--- config.mk ---
export PLATFORM = sky130hd
export DESIGN_NAME = onehot_guard_fsm
export DESIGN_NICKNAME = d
export VERILOG_FILES = /design/src/rtl/ogf_pkg.sv /design/src/rtl/ogf_rst_sync.sv /design/src/rtl/ogf_group_class.sv /design/src/rtl/ogf_legality.sv /design/src/rtl/ogf_index.sv /design/src/rtl/onehot_guard_fsm.sv
export SDC_FILE = /design/constraint.sdc
export NUM_CORES = 1
export LEC_CHECK = 0
export ABC_AREA = 1
export ABC_CLOCK_PERIOD_IN_PS = 8220
export BUFFER_PORTS_ARGS = -buffer_cell sky130_fd_sc_hd__buf_2
export CORE_MARGIN = 2
export CORE_UTILIZATION = 30
export CTS_BUF_LIST = sky130_fd_sc_hd__clkbuf_8
export DETAILED_ROUTE_END_ITERATION = 10
export PLACE_DENSITY = 0.56
export SYNTH_ARGS = -nofsm -noshare
export SYNTH_HDL_FRONTEND = slang
export SYNTH_SLANG_ARGS = --single-unit
--- constraint.sdc ---
create_clock -name clk_i -period 8.22 [get_ports clk_i]
set_input_delay 1.233 -clock clk_i [delete_from_list [all_inputs] [get_ports clk_i]]
set_output_delay 1.233 -clock clk_i [all_outputs]
set_load 0.05 [all_outputs]
--- src/rtl/ogf_pkg.sv ---
package ogf_pkg;

  // Class a bit group can fall into, as reported by the first tier
  typedef enum logic [1:0] {
    GRP_ZERO = 2'd0,
    GRP_ONE  = 2'd1,
    GRP_MANY = 2'd2
  } grp_class_e;

endpackage

--- src/rtl/ogf_rst_sync.sv ---
// Reset synchronizer: asserts asynchronously, releases after STAGES edges.
module ogf_rst_sync #(
  parameter int STAGES = 2
) (
  input  logic clk_i,
  input  logic rst_n_i,
  output logic rst_o
);

  logic [STAGES-1:0] shift_q;

  always_ff @(posedge clk_i or negedge rst_n_i) begin
    if (!rst_n_i) begin
      shift_q <= '0;
    end else begin
      shift_q <= {shift_q[STAGES-2:0], 1'b1};
    end
  end

  assign rst_o = ~shift_q[STAGES-1];

endmodule

--- src/rtl/ogf_group_class.sv ---
// First tier: classify one bit group as zero, one or many bits set.
module ogf_group_class
  import ogf_pkg::*;
#(
  parameter int GROUP_W = 4
) (
  input  logic [GROUP_W-1:0] grp_i,
  output grp_class_e         class_o
);

  localparam int CNT_W = $clog2(GROUP_W + 1);

  logic [CNT_W-1:0] ones;

  always_comb begin
    ones = '0;
    for (int b = 0; b < GROUP_W; b++) begin
      ones = ones + CNT_W'(grp_i[b]);
    end
  end

  always_comb begin
    if (ones == '0) begin
      class_o = GRP_ZERO;
    end else if (ones == CNT_W'(1)) begin
      class_o = GRP_ONE;
    end else begin
      class_o = GRP_MANY;
    end
  end

endmodule

--- src/rtl/ogf_legality.sv ---
// Two-tier legality check of a one-hot vector.
module ogf_legality
  import ogf_pkg::*;
#(
  parameter  int GROUP_W  = 4,
  parameter  int N_GROUPS = 4,
  localparam int STATE_W  = GROUP_W * N_GROUPS
) (
  input  logic [STATE_W-1:0] state_i,
  output logic               illegal_o
);

  localparam int GCNT_W = $clog2(N_GROUPS + 1);

  grp_class_e        cls [N_GROUPS];
  logic [GCNT_W-1:0] n_single;
  logic              any_many;

  for (genvar g = 0; g < N_GROUPS; g++) begin : g_tier1
    ogf_group_class #(
      .GROUP_W(GROUP_W)
    ) u_class (
      .grp_i  (state_i[g*GROUP_W +: GROUP_W]),
      .class_o(cls[g])
    );
  end

  // Second tier: one single-bit group and no crowded group
  always_comb begin
    n_single = '0;
    any_many = 1'b0;
    for (int g = 0; g < N_GROUPS; g++) begin
      if (cls[g] == GRP_ONE) begin
        n_single = n_single + GCNT_W'(1);
      end
      if (cls[g] == GRP_MANY) begin
        any_many = 1'b1;
      end
    end
  end

  assign illegal_o = any_many || (n_single != GCNT_W'(1));

endmodule

--- src/rtl/ogf_index.sv ---
// Position of the lowest set bit; zero when no bit is set.
module ogf_index #(
  parameter  int STATE_W = 16,
  localparam int IDX_W   = $clog2(STATE_W)
) (
  input  logic [STATE_W-1:0] vec_i,
  output logic [IDX_W-1:0]   idx_o
);

  always_comb begin
    idx_o = '0;
    for (int b = STATE_W - 1; b >= 0; b--) begin
      if (vec_i[b]) begin
        idx_o = IDX_W'(b);
      end
    end
  end

endmodule

--- src/rtl/onehot_guard_fsm.sv ---
// One-hot sequencer with two-tier legality check and one-cycle recovery.
module onehot_guard_fsm #(
  parameter  int GROUP_W     = 4,
  parameter  int N_GROUPS    = 4,
  parameter  int SYNC_STAGES = 2,
  localparam int STATE_W     = GROUP_W * N_GROUPS,
  localparam int IDX_W       = $clog2(STATE_W)
) (
  input  logic               clk_i,
  input  logic               rst_n_i,
  input  logic               advance_i,
  input  logic [STATE_W-1:0] inj_mask_i,
  output logic [STATE_W-1:0] state_o,
  output logic               illegal_o,
  output logic               illegal_seen_o,
  output logic [IDX_W-1:0]   idx_o
);

  localparam logic [STATE_W-1:0] IDLE = STATE_W'(1);

  logic               rst_act;
  logic [STATE_W-1:0] state_q;
  logic [STATE_W-1:0] base_nxt;
  logic               bad;
  logic               bad_q;

  ogf_rst_sync #(
    .STAGES(SYNC_STAGES)
  ) u_rst_sync (
    .clk_i  (clk_i),
    .rst_n_i(rst_n_i),
    .rst_o  (rst_act)
  );

  ogf_legality #(
    .GROUP_W (GROUP_W),
    .N_GROUPS(N_GROUPS)
  ) u_legality (
    .state_i  (state_q),
    .illegal_o(bad)
  );

  ogf_index #(
    .STATE_W(STATE_W)
  ) u_index (
    .vec_i(state_q),
    .idx_o(idx_o)
  );

  // Recovery has priority over the application step
  always_comb begin
    if (bad) begin
      base_nxt = IDLE;
    end else if (advance_i) begin
      base_nxt = {state_q[STATE_W-2:0], state_q[STATE_W-1]};
    end else begin
      base_nxt = state_q;
    end
  end

  always_ff @(posedge clk_i or posedge rst_act) begin
    if (rst_act) begin
      state_q <= IDLE;
      bad_q   <= 1'b0;
    end else begin
      state_q <= base_nxt ^ inj_mask_i;
      bad_q   <= bad;
    end
  end

  assign state_o        = state_q;
  assign illegal_o      = bad;
  assign illegal_seen_o = bad_q;

endmodule

==> Word-level counts from Yosys, hierarchy flattened <==
Cells that the tools add are included.
{ "word_totals": {"reg_bits": 19} }
{ "op_classes": {"n_reduce_logical": 5, "n_bitwise": 1, "mux": 34, "addsub": 15, "n_eq_ne": 13} }
{ "op_table": {"columns": ["cell", "n"], "rows": [
  ["$mux W4", 16],
  ["$mux W16", 2],
  ["$mux W2", 8],
  ["$xor A16 B16 Y16", 1],
  ["$add A2 B1 Y3", 4],
  ["$add A3 B1 Y3", 4],
  ["$eq A3 B1 Y1 const B", 4],
  ["$logic_not A3 Y1", 4],
  ["$mux W3", 3],
  ["$add A1 B1 Y2", 4],
  ["$eq A2 B1 Y1 const B", 4],
  ["$eq A2 B2 Y1 const B", 4],
  ["$add A3 B1 Y3 const B", 2],
  ["$mux W1", 5],
  ["$ne A3 B1 Y1 const B", 1],
  ["$add A1 B1 Y2 const B", 1],
  ["$logic_or A1 B1 Y1", 1]
]} }

==> Logic depth before layout (Yosys ltp) <==
Gate-level depths: netlist (run 1).
{ "logic_depth": {"ltp_word": 18, "ltp_mapped": 23, "depth_no_buf": 21} }

==> Modules after synthesis <==
A second synthesis (run 1) with hierarchy kept.
{ "unflattened": {"hier_cells": 341, "area_unflattened_um2": 1968.1} }
{ "by_module_without_submodules": {"columns": ["module", "n_inst", "area_each_um2", "cells_each", "seq_area_each_um2"], "rows": [
  ["onehot_guard_fsm", 1, 1172.4, 202, 426.7],
  ["ogf_group_class", 4, 76.3, 11, 0.0],
  ["ogf_legality", 1, 220.2, 45, 0.0],
  ["ogf_index", 1, 212.7, 46, 0.0],
  ["ogf_rst_sync", 1, 57.6, 4, 50.0]
]} }

==> Worst setup path after synthesis (run 1) <==
No wires, ideal clock.
{ "synth_path": {"path_type": "flip-flop to output port", "from": "register state_q[0], in the netlist state_o[0]", "to": "output illegal_o", "path_slack_ps": 3403, "t_arrival_ps": 3584, "stages_incl_launch_ff": 17, "t_required_ps": 6987, "path_cell_list": "dfstp_2 > inv_1 > fa_1 > inv_1 > ha_1 > ha_1 > nor2_1 > nand2_1 > ha_1 > xnor2_4 > ha_1 > a21oi_1 > nor3_2 > and2_4 > buf_8 > buf_12 > inv_2"} }
{ "synth_via": {"elab_chain_cells": 16} }
{ "synth_rtl": {"columns": ["element", "line", "text"], "rows": [
  ["from (decl)", "onehot_guard_fsm.sv:22", "logic [STATE_W-1:0] state_q;"],
  ["from (signal assigned)", "onehot_guard_fsm.sv:66", "state_q <= base_nxt ^ inj_mask_i;"],
  ["$add A1 B1 Y2 (*)", "ogf_group_class.sv:18", "ones = ones + CNT_W'(grp_i[b]);"],
  ["$add A2 B1 Y3 (*)", "ogf_group_class.sv:18", null],
  ["$add A3 B1 Y3 (*)", "ogf_group_class.sv:18", null],
  ["$eq A3 B1 Y1", "ogf_group_class.sv:25", "end else if (ones == CNT_W'(1)) begin"],
  ["$mux W2", "ogf_group_class.sv:25", null],
  ["$mux W2 (*)", "ogf_group_class.sv:23", "if (ones == '0) begin"],
  ["$eq A2 B1 Y1", "ogf_legality.sv:33", "if (cls[g] == GRP_ONE) begin"],
  ["$mux W1", "ogf_legality.sv:33", null],
  ["$add A1 B1 Y2", "ogf_legality.sv:34", "n_single = n_single + GCNT_W'(1);"],
  ["$mux W3", "ogf_legality.sv:33", null],
  ["$add A3 B1 Y3", "ogf_legality.sv:34", null],
  ["$mux W3", "ogf_legality.sv:33", null],
  ["$add A3 B1 Y3", "ogf_legality.sv:34", null],
  ["$mux W3", "ogf_legality.sv:33", null],
  ["$ne A3 B1 Y1", "ogf_legality.sv:42", "assign illegal_o = any_many || (n_single != GCNT_W'(1));"],
  ["$logic_or A1 B1 Y1 (*)", "ogf_legality.sv:42", null],
  ["to (decl)", "onehot_guard_fsm.sv:14", "output logic illegal_o,"]
]} }
Mark *: on every way between the ends. The rest lies on a longest branch, timed or not.

==> Worst setup path in the final report (run 1) <==
Ends and elaborated chain as after synthesis.

==> impl_metrics.yaml, run 1 <==
clock_tree:
  cts-root-buf: "clkbuf_8"
  cts_max_level: 1
  post_cts_buffers: 0
  ctsResizeCount: 0
  cts.sinks: 19
  numCtsBuffers: 3
  cts_tree: "yes"
  ctsLongestPathBuffers: 2
  clk_pin_slew_worst_paths_ns: 0.08
  postCtsHoldBufs: 0
  insertion_delay_ns: 0.26
worst_setup_path:
  crit_chain: "inv_1 -> fa_1 -> inv_1 -> ha_1 -> ha_1 -> nor2_1 -> nand2_1 -> ha_1 -> xnor2_4 -> ha_1 -> nor2_1 -> nand2_1 -> nand2_1 -> and2_4 -> inv_2 -> buf_2"
  r2r-start: "state_o[0]"
  cp_slowest_cell: "dfstp_2"
  startpoint: "state_o[0]"
  crit_arrival_ns: 3.84
  end_kind: "primary output"
  crit_path_max_incr_delay_ns: 0.54
  path_max_fanout: 32
  start_kind: "register"
  cp.required_ns: 6.99
  path_class: "reg -> out"
  cp_common_cell: "ha_1"
finish:
  finalNonFillerCells: 326
  multi_input_area_um2: 935
  fin_nets: 291
  area_growth_pct: 15.2
  n_antenna_cell: 0
  fillers: 607
  layout-drive-gt1-share: 0.211
  final_core_util: 0.362
  ff_latch_area_um2: 477
logic_synthesis:
  synth_edf_count: 0
  yosys_warnings: 0
  synth.distinct_cells: 29
  synth_top_cell_by_area: "dfrtp_1"
  syn_avg_cell_area_um2: 7.38
  synth_cells: 219
  synth.top_cell.area_share: 0.279
  async_flop_share: 1.00
  yosysMostFrequentCell: "nand2_1"
  yosysSeqAreaShare: 0.295
  ys_ff_latch: 19
  syn_nets: 253
  synth.cell_area_um2: 1620
  synth_area_leaders: "dfrtp_1, nand2_1, ha_1"
  ys.flop_type: "dfrtp_1"
  synth.top_cells.by_count: "nand2_1, inv_1, nor2_1, dfrtp_1, a21oi_1"
timing:
  maxSlewHeadroom: 0.515
  finalSetupTns_ns: 0
  rsz0062_at_grt: "false"
  fin_crit_sh: 0.617
  max_freq_ghz: 0.197
  fin_worst_skew_ns: 0.00204
  fin_ws_ns: 3.14
  setup_viol: 0
  hold_violations: 0
  tightest_slew_ns: 0.727
  slew_violations: 0
  post-route-min-period_ns: 5.08
run_status:
  status: "finished clean"
routing:
  wl_per_cell_um: 10.2
  vias: 1414
  drc: 0
  via_per_inst: 4.34
  drt_wl_total_mm: 3.34
  drtPass1Iterations: 6
  drt-initial-drc-count: 52
  postRouteAntennaNets: 0
power:
  p_per_area_nw_per_um2: 189
  p_leak_nw: 1.00
  peakVddDrop_v: 0.0000767
grt:
  grt.overflow.total: 0
  grt_max_degree: 33
  grt_pass1_vias: 1302
  grt_usage: 0.116
  grt_pass1_wl_mm: 5.71
  antenna_found_initial: 0
placed_design:
  portBuffers: 40
  placedCellCount: 322
  gp_congestion: 0.761
  pre_cts_ws_ns: 3.42
  dpl.hpwl_mm: 2.62
die:
  die_h_um: 77.4
  die-area_um2: 5990
  start_util: 0.314
  io_pins: 41
  die_w_um: 77.4
  floorplan.rows: 26
  core-area_um2: 5140
hold_path:
  hold_class: "reg -> async"
flow_run:
  maxCapViolations: 0
==> state kept, by name (all words and copies together), names as in the netlist <==
register,cells
illegal_seen_o,1
u_rst_sync.shift_q,2
state_o,16
==> final timing paths <==
kind	end	slack [ns]	cells after the start
worst min-delay path	state_o[5]	0.30	0
worst min register to register	state_o[5]	0.30	0
worst max register to register	state_o[13]	4.60	17
worst max-delay path	illegal_o	3.14	16
max in group asynchronous	u_rst_sync.shift_q[1]	7.38	1
min in group clk_i	u_rst_sync.shift_q[1]	0.35	0
==> cells by family (layout without fill, tap and decap cells) <==
| logic type | count (synthesis) | after routing | synth area share |
|---|---|---|---|
| fa+ha+maj | 15 | 15 | 0.135 |
| xor+xnor | 1 | 1 | 0.0170 |
| other cells | 1 | 1 | 0.00232 |
| flops | 19 | 19 | 0.295 |
| simple gates | 123 | 123 | 0.349 |
| buf+inv | 38 | 75 | 0.126 |
| compound gates | 22 | 22 | 0.0751 |
==> area by class of cell <==
| type | instances | share of cell area |
|---|---|---|
| multi-input combinational | 162 | 0.502 |
| sequential | 19 | 0.256 |
| timing repair buffer | 40 | 0.108 |
| inverter | 31 | 0.0625 |
| tap | 70 | 0.0471 |
| clock buffer | 3 | 0.0222 |
| clock inverter | 1 | 0.00202 |
==> per-stage QoR <==
step | instance area, um2 | total power, mW | hold slack, ns
finish | 1860 | 0.351 | 0.305
global route | 1860 | 0.383 | 0.363
CTS | 1860 | 0.358 | 0.349
detailed placement | 1820 | 0.288 | 0.340
global placement | 1820 | 0.285 | 0.335
floorplan | 1620 | 0.260 | 0.212
==> power by group <==
group | internal, mW | switching, mW | leakage (nW) | total [mW]
sequential | 0.101 | 0.00865 | 0.218 | 0.110
clock | 0.0333 | 0.0337 | 0.0269 | 0.0670
combinational | 0.0618 | 0.112 | 0.759 | 0.174
==> routing by layer <==
metal | up-vias | routed length [um] | global-route usage
li1 | 760 | - | -
met1 | 619 | 1600 | 0.150
met2 | 30 | 1580 | 0.202
met3 | 5 | 107 | 0.0140
met4 | 0 | 43 | 0.0375
met5 | - | 0 | 0
==> worst max-delay path, delay by kind of cell (launching register included) <==
| kind | cells | cell delay [ns] |
|---|---|---|
| fa+ha+maj | 5 | 1.65 |
| simple gates | 6 | 0.77 |
| flops | 1 | 0.54 |
| buf+inv | 4 | 0.40 |
| xor+xnor | 1 | 0.18 |
==> cells in the final DEF, fill, tap and decap left out, types with 2 or more instances in the layout <==
| cell | Yosys | routed |
|---|---|---|
| nand3b_1 | 15 | 15 |
| ha_1 | 11 | 11 |
| nor2_1 | 21 | 21 |
| a21oi_1 | 16 | 16 |
| nand4_1 | 3 | 3 |
| nand2_1 | 71 | 71 |
| fa_1 | 4 | 4 |
| dfrtp_1 | 18 | 18 |
| clkbuf_8 | 0 | 3 |
| buf_2 | 1 | 40 |
| o21ai_0 | 2 | 2 |
| inv_2 | 4 | 4 |
| nand3_1 | 7 | 7 |
| inv_1 | 27 | 28 |
Power figures use the tool's default switching activity.
==> run 2: changes to the inputs <==
ABC_CLOCK_PERIOD_IN_PS = 4320   (was 8220)
PLACE_DENSITY = 0.58   (was 0.56)
clock period = 4.32 ns   (was 8.22 ns; I/O delays follow)
==> run 2 against run 1 <==
Setup slack lost 2.9 ns. Cell count grew 0.31%. Clock skew is essentially flat. Sequential cell count is the same. Register-to-register slack lost 3.9 ns. Die area is the same. Worst hold slack lost 0.14 ns. Sequential share of layout area shrank 0.46 points. Non-clock buffer count grew 1. Core utilization grew 0.66 points. Sequential power grew 91%. Clock power grew 93%. Critical endpoint unchanged. Largest power group unchanged.
==> impl_metrics.yaml, run 2 (synthesis results as in run 1) <==
run_status:
  status: "finished clean"
grt:
  grt.overflow.total: 0
  grt_usage: 0.129
  grt_max_degree: 33
  grt_pass1_vias: 1493
  antenna_found_initial: 0
  grt_pass1_wl_mm: 6.42
finish:
  area_growth_pct: 17.3
  fillers: 591
  final_common_cell: "nand2_1"
  largest_reg_flops: 16
  finalNonFillerCells: 327
  ff_latch_area_um2: 477
  layout-drive-gt1-share: 0.245
  n_antenna_cell: 0
  final_cell_mix: "nand2_1, buf_2, inv_1"
  fin_nets: 292
  final_core_util: 0.369
  stdcell_area_um2: 1890
  multi_input_area_um2: 957
worst_setup_path:
  end_kind: "primary output"
  cp.required_ns: 3.67
  path_max_fanout: 5
  path_class: "reg -> out"
  start_kind: "register"
  startpoint: "state_o[0]"
  crit_arrival_ns: 3.45
  r2r-start: "state_o[0]"
placed_design:
  dpl.hpwl_mm: 2.87
  gp_congestion: 0.718
  placedCellCount: 323
  portBuffers: 40
  place_area_um2: 1820
timing:
  maxSlewHeadroom: 0.515
  fin_hold_ws_ns: 0.160
  post-route-min-period_ns: 4.10
  fin_crit_sh: 0.948
  finalSetupTns_ns: 0
  hold_violations: 0
  slew_violations: 0
  tightest_slew_ns: 0.728
  fin_worst_skew_ns: 0.00160
  setup_viol: 0
  max_freq_ghz: 0.244
routing:
  drtPass1Iterations: 4
  drc: 0
  vias: 1457
  wl_per_cell_um: 11.0
  via_per_inst: 4.46
  drt_wl_total_mm: 3.60
  drt-initial-drc-count: 37
  postRouteAntennaNets: 0
die:
  core-area_um2: 5140
  start_util: 0.314
  die_h_um: 77.4
  die-area_um2: 5990
  floorplan.rows: 26
  die_w_um: 77.4
  io_pins: 41
power:
  p_per_area_nw_per_um2: 368
  peakVddDrop_v: 0.000152
  p_leak_nw: 1.01
hold_path:
  hold_class: "in -> async"
clock_tree:
  cts-root-buf: "clkbuf_8"
  cts_max_level: 1
  cts.sinks: 19
  postCtsHoldBufs: 0
  cts_tree: "yes"
  numCtsBuffers: 3
  ctsLongestPathBuffers: 2
  clk_pin_slew_worst_paths_ns: 0.08
  insertion_delay_ns: 0.26
flow_run:
  maxCapViolations: 0
run 2: changes by cell type in the layout (fill, tap and decap cells not counted):
cell,before,now
nand2_2,0,2
inv_1,28,25
nor2_2,0,2
buf_2,40,39
nand2_1,71,69
ha_1,11,10
inv_2,4,6
buf_4,0,2
ha_4,0,1
nor2_1,21,19
clkinv_2,0,1
run 2: final timing paths:
check                      slack, ns               endpoint  cells after the start
setup / recovery                0.22              illegal_o                     16
hold / removal                  0.16  u_rst_sync.shift_q[0]                      1
setup reg to reg                0.69             state_o[2]                     18
hold reg to reg                 0.31             state_o[7]                      0
max in group asynchronous       3.56            state_o[14]                      0
min in group clk_i              0.35  u_rst_sync.shift_q[1]                      0
run 2: per-layer routing:
layer  part of all wire  vias to the layer above  track usage
met2               0.47                       33        0.224
met1               0.49                      656        0.171
met5                  0                        -            0
met4             0.0089                        0       0.0232
met3              0.037                        4       0.0186
li1                   -                      764            -
run 2: final cells by class:
type | instances | share of cell area
multi-input combinational | 162 | 0.505
sequential | 19 | 0.252
timing repair buffer | 41 | 0.111
inverter | 31 | 0.0614
tap | 70 | 0.0462
clock buffer | 3 | 0.0218
clock inverter | 1 | 0.00264
run 2: power by group:
| part | internal, mW | switching (mW) | leakage [nW] |
|---|---|---|---|
| Combinational | 0.132 | 0.226 | 0.766 |
| Clock | 0.0642 | 0.0649 | 0.0255 |
| Sequential | 0.193 | 0.0168 | 0.218 |
run 2: critical path: stages (launching register included):
cell     delay, ns
dfstp_2       0.55
inv_2         0.06
fa_1          0.53
inv_1         0.04
ha_1          0.17
ha_1          0.28
nor2_2        0.14
nand2_2       0.09
ha_4          0.27
xnor2_4       0.15
ha_1          0.30
nor2_1        0.11
nand2_1       0.06
nand2_1       0.07
and2_4        0.16
inv_2         0.03
buf_4         0.18
run 2: repair_timing:
action | 4_1_cts | 5_1_grt
endpoints found under the setup margin | 0 | 1
resized for setup | 0 | 10
setup buffers | 0 | 0
run 2: per-stage QoR:
stage                     setup WS (ns)  total power, mW
final                             0.225            0.697
after floorplan                  0.0877            0.495
after global routing           -0.00916            0.759
after global placement            0.395            0.543
after detailed placement          0.329            0.551
after CTS                        0.0307            0.685
==> run 3: changes to the inputs <==
--- a/config.mk
+++ b/config.mk
@@ -7,3 +7,2 @@
 export LEC_CHECK = 0
-export ABC_AREA = 1
 export ABC_CLOCK_PERIOD_IN_PS = 4320
==> constraint.sdc (replaced) <==
create_clock -name clk_i -period 4.32 [get_ports clk_i]
set_input_delay 0 -clock clk_i [delete_from_list [all_inputs] [get_ports clk_i]]
set_output_delay 0 -clock clk_i [all_outputs]
set_load 0.05 [all_outputs]
==> run 3 against run 2 <==
Clock power decreased by 5%. Via count decreased by 14%. Critical endpoint unchanged. Design area is 7.7% higher. Wire length shrank 7.0%. Synthesized cell count is 29% lower. Combinational power is 33% higher. Largest power group unchanged. First-iteration DRC count shrank 16%. Core utilization rose by 3.6 points. Critical path depth unchanged. Global-route usage rose by 0.26 points. Worst hold slack worse by 0.11 ns.
==> impl_metrics.yaml, run 3 <==
power:
  p_sw_frac: 0.484
  switchingPower_mw: 0.400
  p_per_area_nw_per_um2: 406
  clockPowerShare: 0.148
  p_int_mw: 0.427
  p_leak_nw: 1.00
  p_comb_frac: 0.576
  seqPwrFrac: 0.276
  peakVddDrop_v: 0.000196
clock_tree:
  cts_tree: "yes"
  numCtsBuffers: 3
  insertion_delay_ns: 0.25
  clk_pin_slew_worst_paths_ns: 0.07
  ctsLongestPathBuffers: 2
  cts-root-buf: "clkbuf_8"
  cts.sinks: 19
  cts_max_level: 1
timing:
  finalSetupTns_ns: 0
  setup_viol: 0
  tightest_slew_ns: 0.719
  maxSlewHeadroom: 0.521
  fin_crit_sh: 0.954
  fin_worst_skew_ns: 0.00191
  max_freq_ghz: 0.243
  fin_hold_ws_ns: 0.0526
  hold_violations: 0
  rsz0062_at_grt: "false"
  post-route-min-period_ns: 4.12
  fin_ws_ns: 0.198
  slew_violations: 0
logic_synthesis:
  syn_nets: 189
  ys_ff_latch: 19
  synth_cells: 155
  yosysMostFrequentCell: "inv_1"
  synth.distinct_cells: 37
  yosysSeqAreaShare: 0.309
  ys.flop_type: "dfrtp_1"
  synth.top_cells.by_count: "inv_1, dfrtp_1, mux2i_1, xor2_1, ha_1"
  synth.cell_area_um2: 1540
  synth.top_cell.area_share: 0.292
  synth_top_cell_by_area: "dfrtp_1"
  synth_area_leaders: "dfrtp_1, mux2i_1, ha_1"
  yosys_warnings: 0
  synth_edf_count: 0
  async_flop_share: 1.00
  syn_avg_cell_area_um2: 9.96
hold_path:
  hold_class: "in -> async"
finish:
  layout-drive-gt1-share: 0.283
  area_growth_pct: 32.1
  fin_nets: 247
  n_antenna_cell: 0
  final_cell_mix: "buf_2, inv_1, dfrtp_1"
  ff_latch_area_um2: 477
  largest_reg_flops: 16
  multi_input_area_um2: 933
  fillers: 504
  final_common_cell: "buf_2"
grt:
  grt.overflow.total: 0
  grt_pass1_wl_mm: 5.78
  grt_pass1_vias: 1229
  antenna_found_initial: 0
  grt_max_degree: 18
  grt_usage: 0.131
die:
  die-area_um2: 5740
  start_util: 0.306
  floorplan.rows: 26
  core-area_um2: 5040
  io_pins: 41
  die_w_um: 75.7
  die_h_um: 75.7
worst_setup_path:
  path_class: "reg -> out"
  cp.required_ns: 4.32
  crit_arrival_ns: 4.12
  worst_r2r_path_depth: 16
  crit_path_end: "illegal_o"
  end_kind: "primary output"
  r2r_end: "state_o[0]"
  start_kind: "register"
  startpoint: "state_o[0]"
  worst-r2r-setup-slack_ns: 0.46
  r2r-start: "state_o[0]"
  path_max_fanout: 17
routing:
  drc: 0
  drt_wl_total_mm: 3.35
  wl_per_cell_um: 11.9
  drt-initial-drc-count: 31
  vias: 1257
  drtPass1Iterations: 4
  postRouteAntennaNets: 0
  via_per_inst: 4.46
placed_design:
  portBuffers: 40
  dpl.hpwl_mm: 2.50
  gp_congestion: 0.754
  pre_cts_ws_ns: 0.397
flow_run:
  maxCapViolations: 0
run_status:
  status: "finished clean"
[run 3: changes by cell type in the layout (fill, tap and decap cells not counted), sizes merged, moves of 2 or more]
| cell | change |
|---|---|
| nand3b | -14 |
| nand4 | -2 |
| dlygate4sd3 | +17 |
| a21oi | -13 |
| mux2i | +15 |
| nor4 | +2 |
| nand2 | -69 |
| xor2 | +15 |
| nand3 | -5 |
| o21ai | +2 |
| nor3 | +15 |
| a2111oi | +3 |
| inv | -3 |
| nor2 | -17 |
[run 3: per-stage QoR]
step	total power, mW	utilization	cells	instance area (um2)
after detailed placement	0.685	0.359	261	1810
after CTS	0.821	0.401	282	2020
after global routing	0.899	0.404	282	2040
after global placement	0.677	0.359	261	1810
after floorplan	0.598	-	155	1540
final	0.828	0.404	282	2040
[run 3: cells by family (layout without fill, tap and decap cells)]
logic type | after synthesis | after routing | share of synthesized area
multiplexers | 15 | 15 | 0.0972
other | 1 | 1 | 0.00243
AND/OR/NAND/NOR | 35 | 35 | 0.147
adder cells (fa/ha/maj) | 15 | 15 | 0.141
XOR/XNOR | 17 | 17 | 0.0964
buffers and inverters | 33 | 90 | 0.0899
AO/OA/AOI/OAI | 20 | 20 | 0.118
flip-flops | 19 | 19 | 0.309
[run 3: area by class of cell]
cell class	instances	share of cell area
sequential	19	0.234
inverter	27	0.0497
timing repair buffer	59	0.194
multi-input combinational	103	0.458
tap	70	0.0429
clock inverter	1	0.00184
clock buffer	3	0.0202
[run 3: power groups by stage]
stage	Clock (mW)	Sequential (mW)	Combinational, mW
floorplan	0	0.283	0.315
global placement	0	0.232	0.445
detailed placement	0	0.232	0.452
CTS	0.127	0.229	0.465
global route	0.135	0.233	0.531
finish	0.122	0.228	0.477
[run 3: per-layer routing]
layer  track usage  up-vias  share of wire
met5             0        -              0
met4        0.0409        0         0.0069
met3        0.0185        2          0.024
met2         0.208       18           0.50
met1         0.185      598           0.47
li1              -      639              -
[run 3: how the worst min path moves through the flow]
| stage | from | end | slack, ns | cells past startpoint |
|---|---|---|---|---|
| 3_3_place_gp | rst_n_i | u_rst_sync.shift_q[0] | -0.21 | 1 |
| 2_1_floorplan | rst_n_i | u_rst_sync.shift_q[0] | -0.30 | 0 |
| 4_1_cts | rst_n_i | u_rst_sync.shift_q[0] | 0.04 | 2 |
| 3_5_place_dp | rst_n_i | u_rst_sync.shift_q[0] | -0.21 | 1 |
| 6_report | rst_n_i | u_rst_sync.shift_q[0] | 0.05 | 2 |
| 5_1_grt | rst_n_i | u_rst_sync.shift_q[0] | 0.07 | 2 |
[run 3: what timing repair did]
item	CTS	global route
gates resized for setup	0	4
endpoints found under the hold margin	18	0
setup buffers	0	0
hold buffers	17	0
setup endpoints to repair	0	1
[run 3: critical path, stage by stage (launching register included)]
cell	delay, ns
dfstp_2	0.57
inv_1	0.09
fa_1	0.53
inv_1	0.04
ha_1	0.16
ha_1	0.26
nor2_1	0.14
nand2_1	0.09
ha_1	0.38
xnor2_1	0.18
ha_1	0.26
nand3b_1	0.14
a221oi_1	0.07
a211o_1	0.25
buf_6	0.17
or2_2	0.29
clkbuf_4	0.22
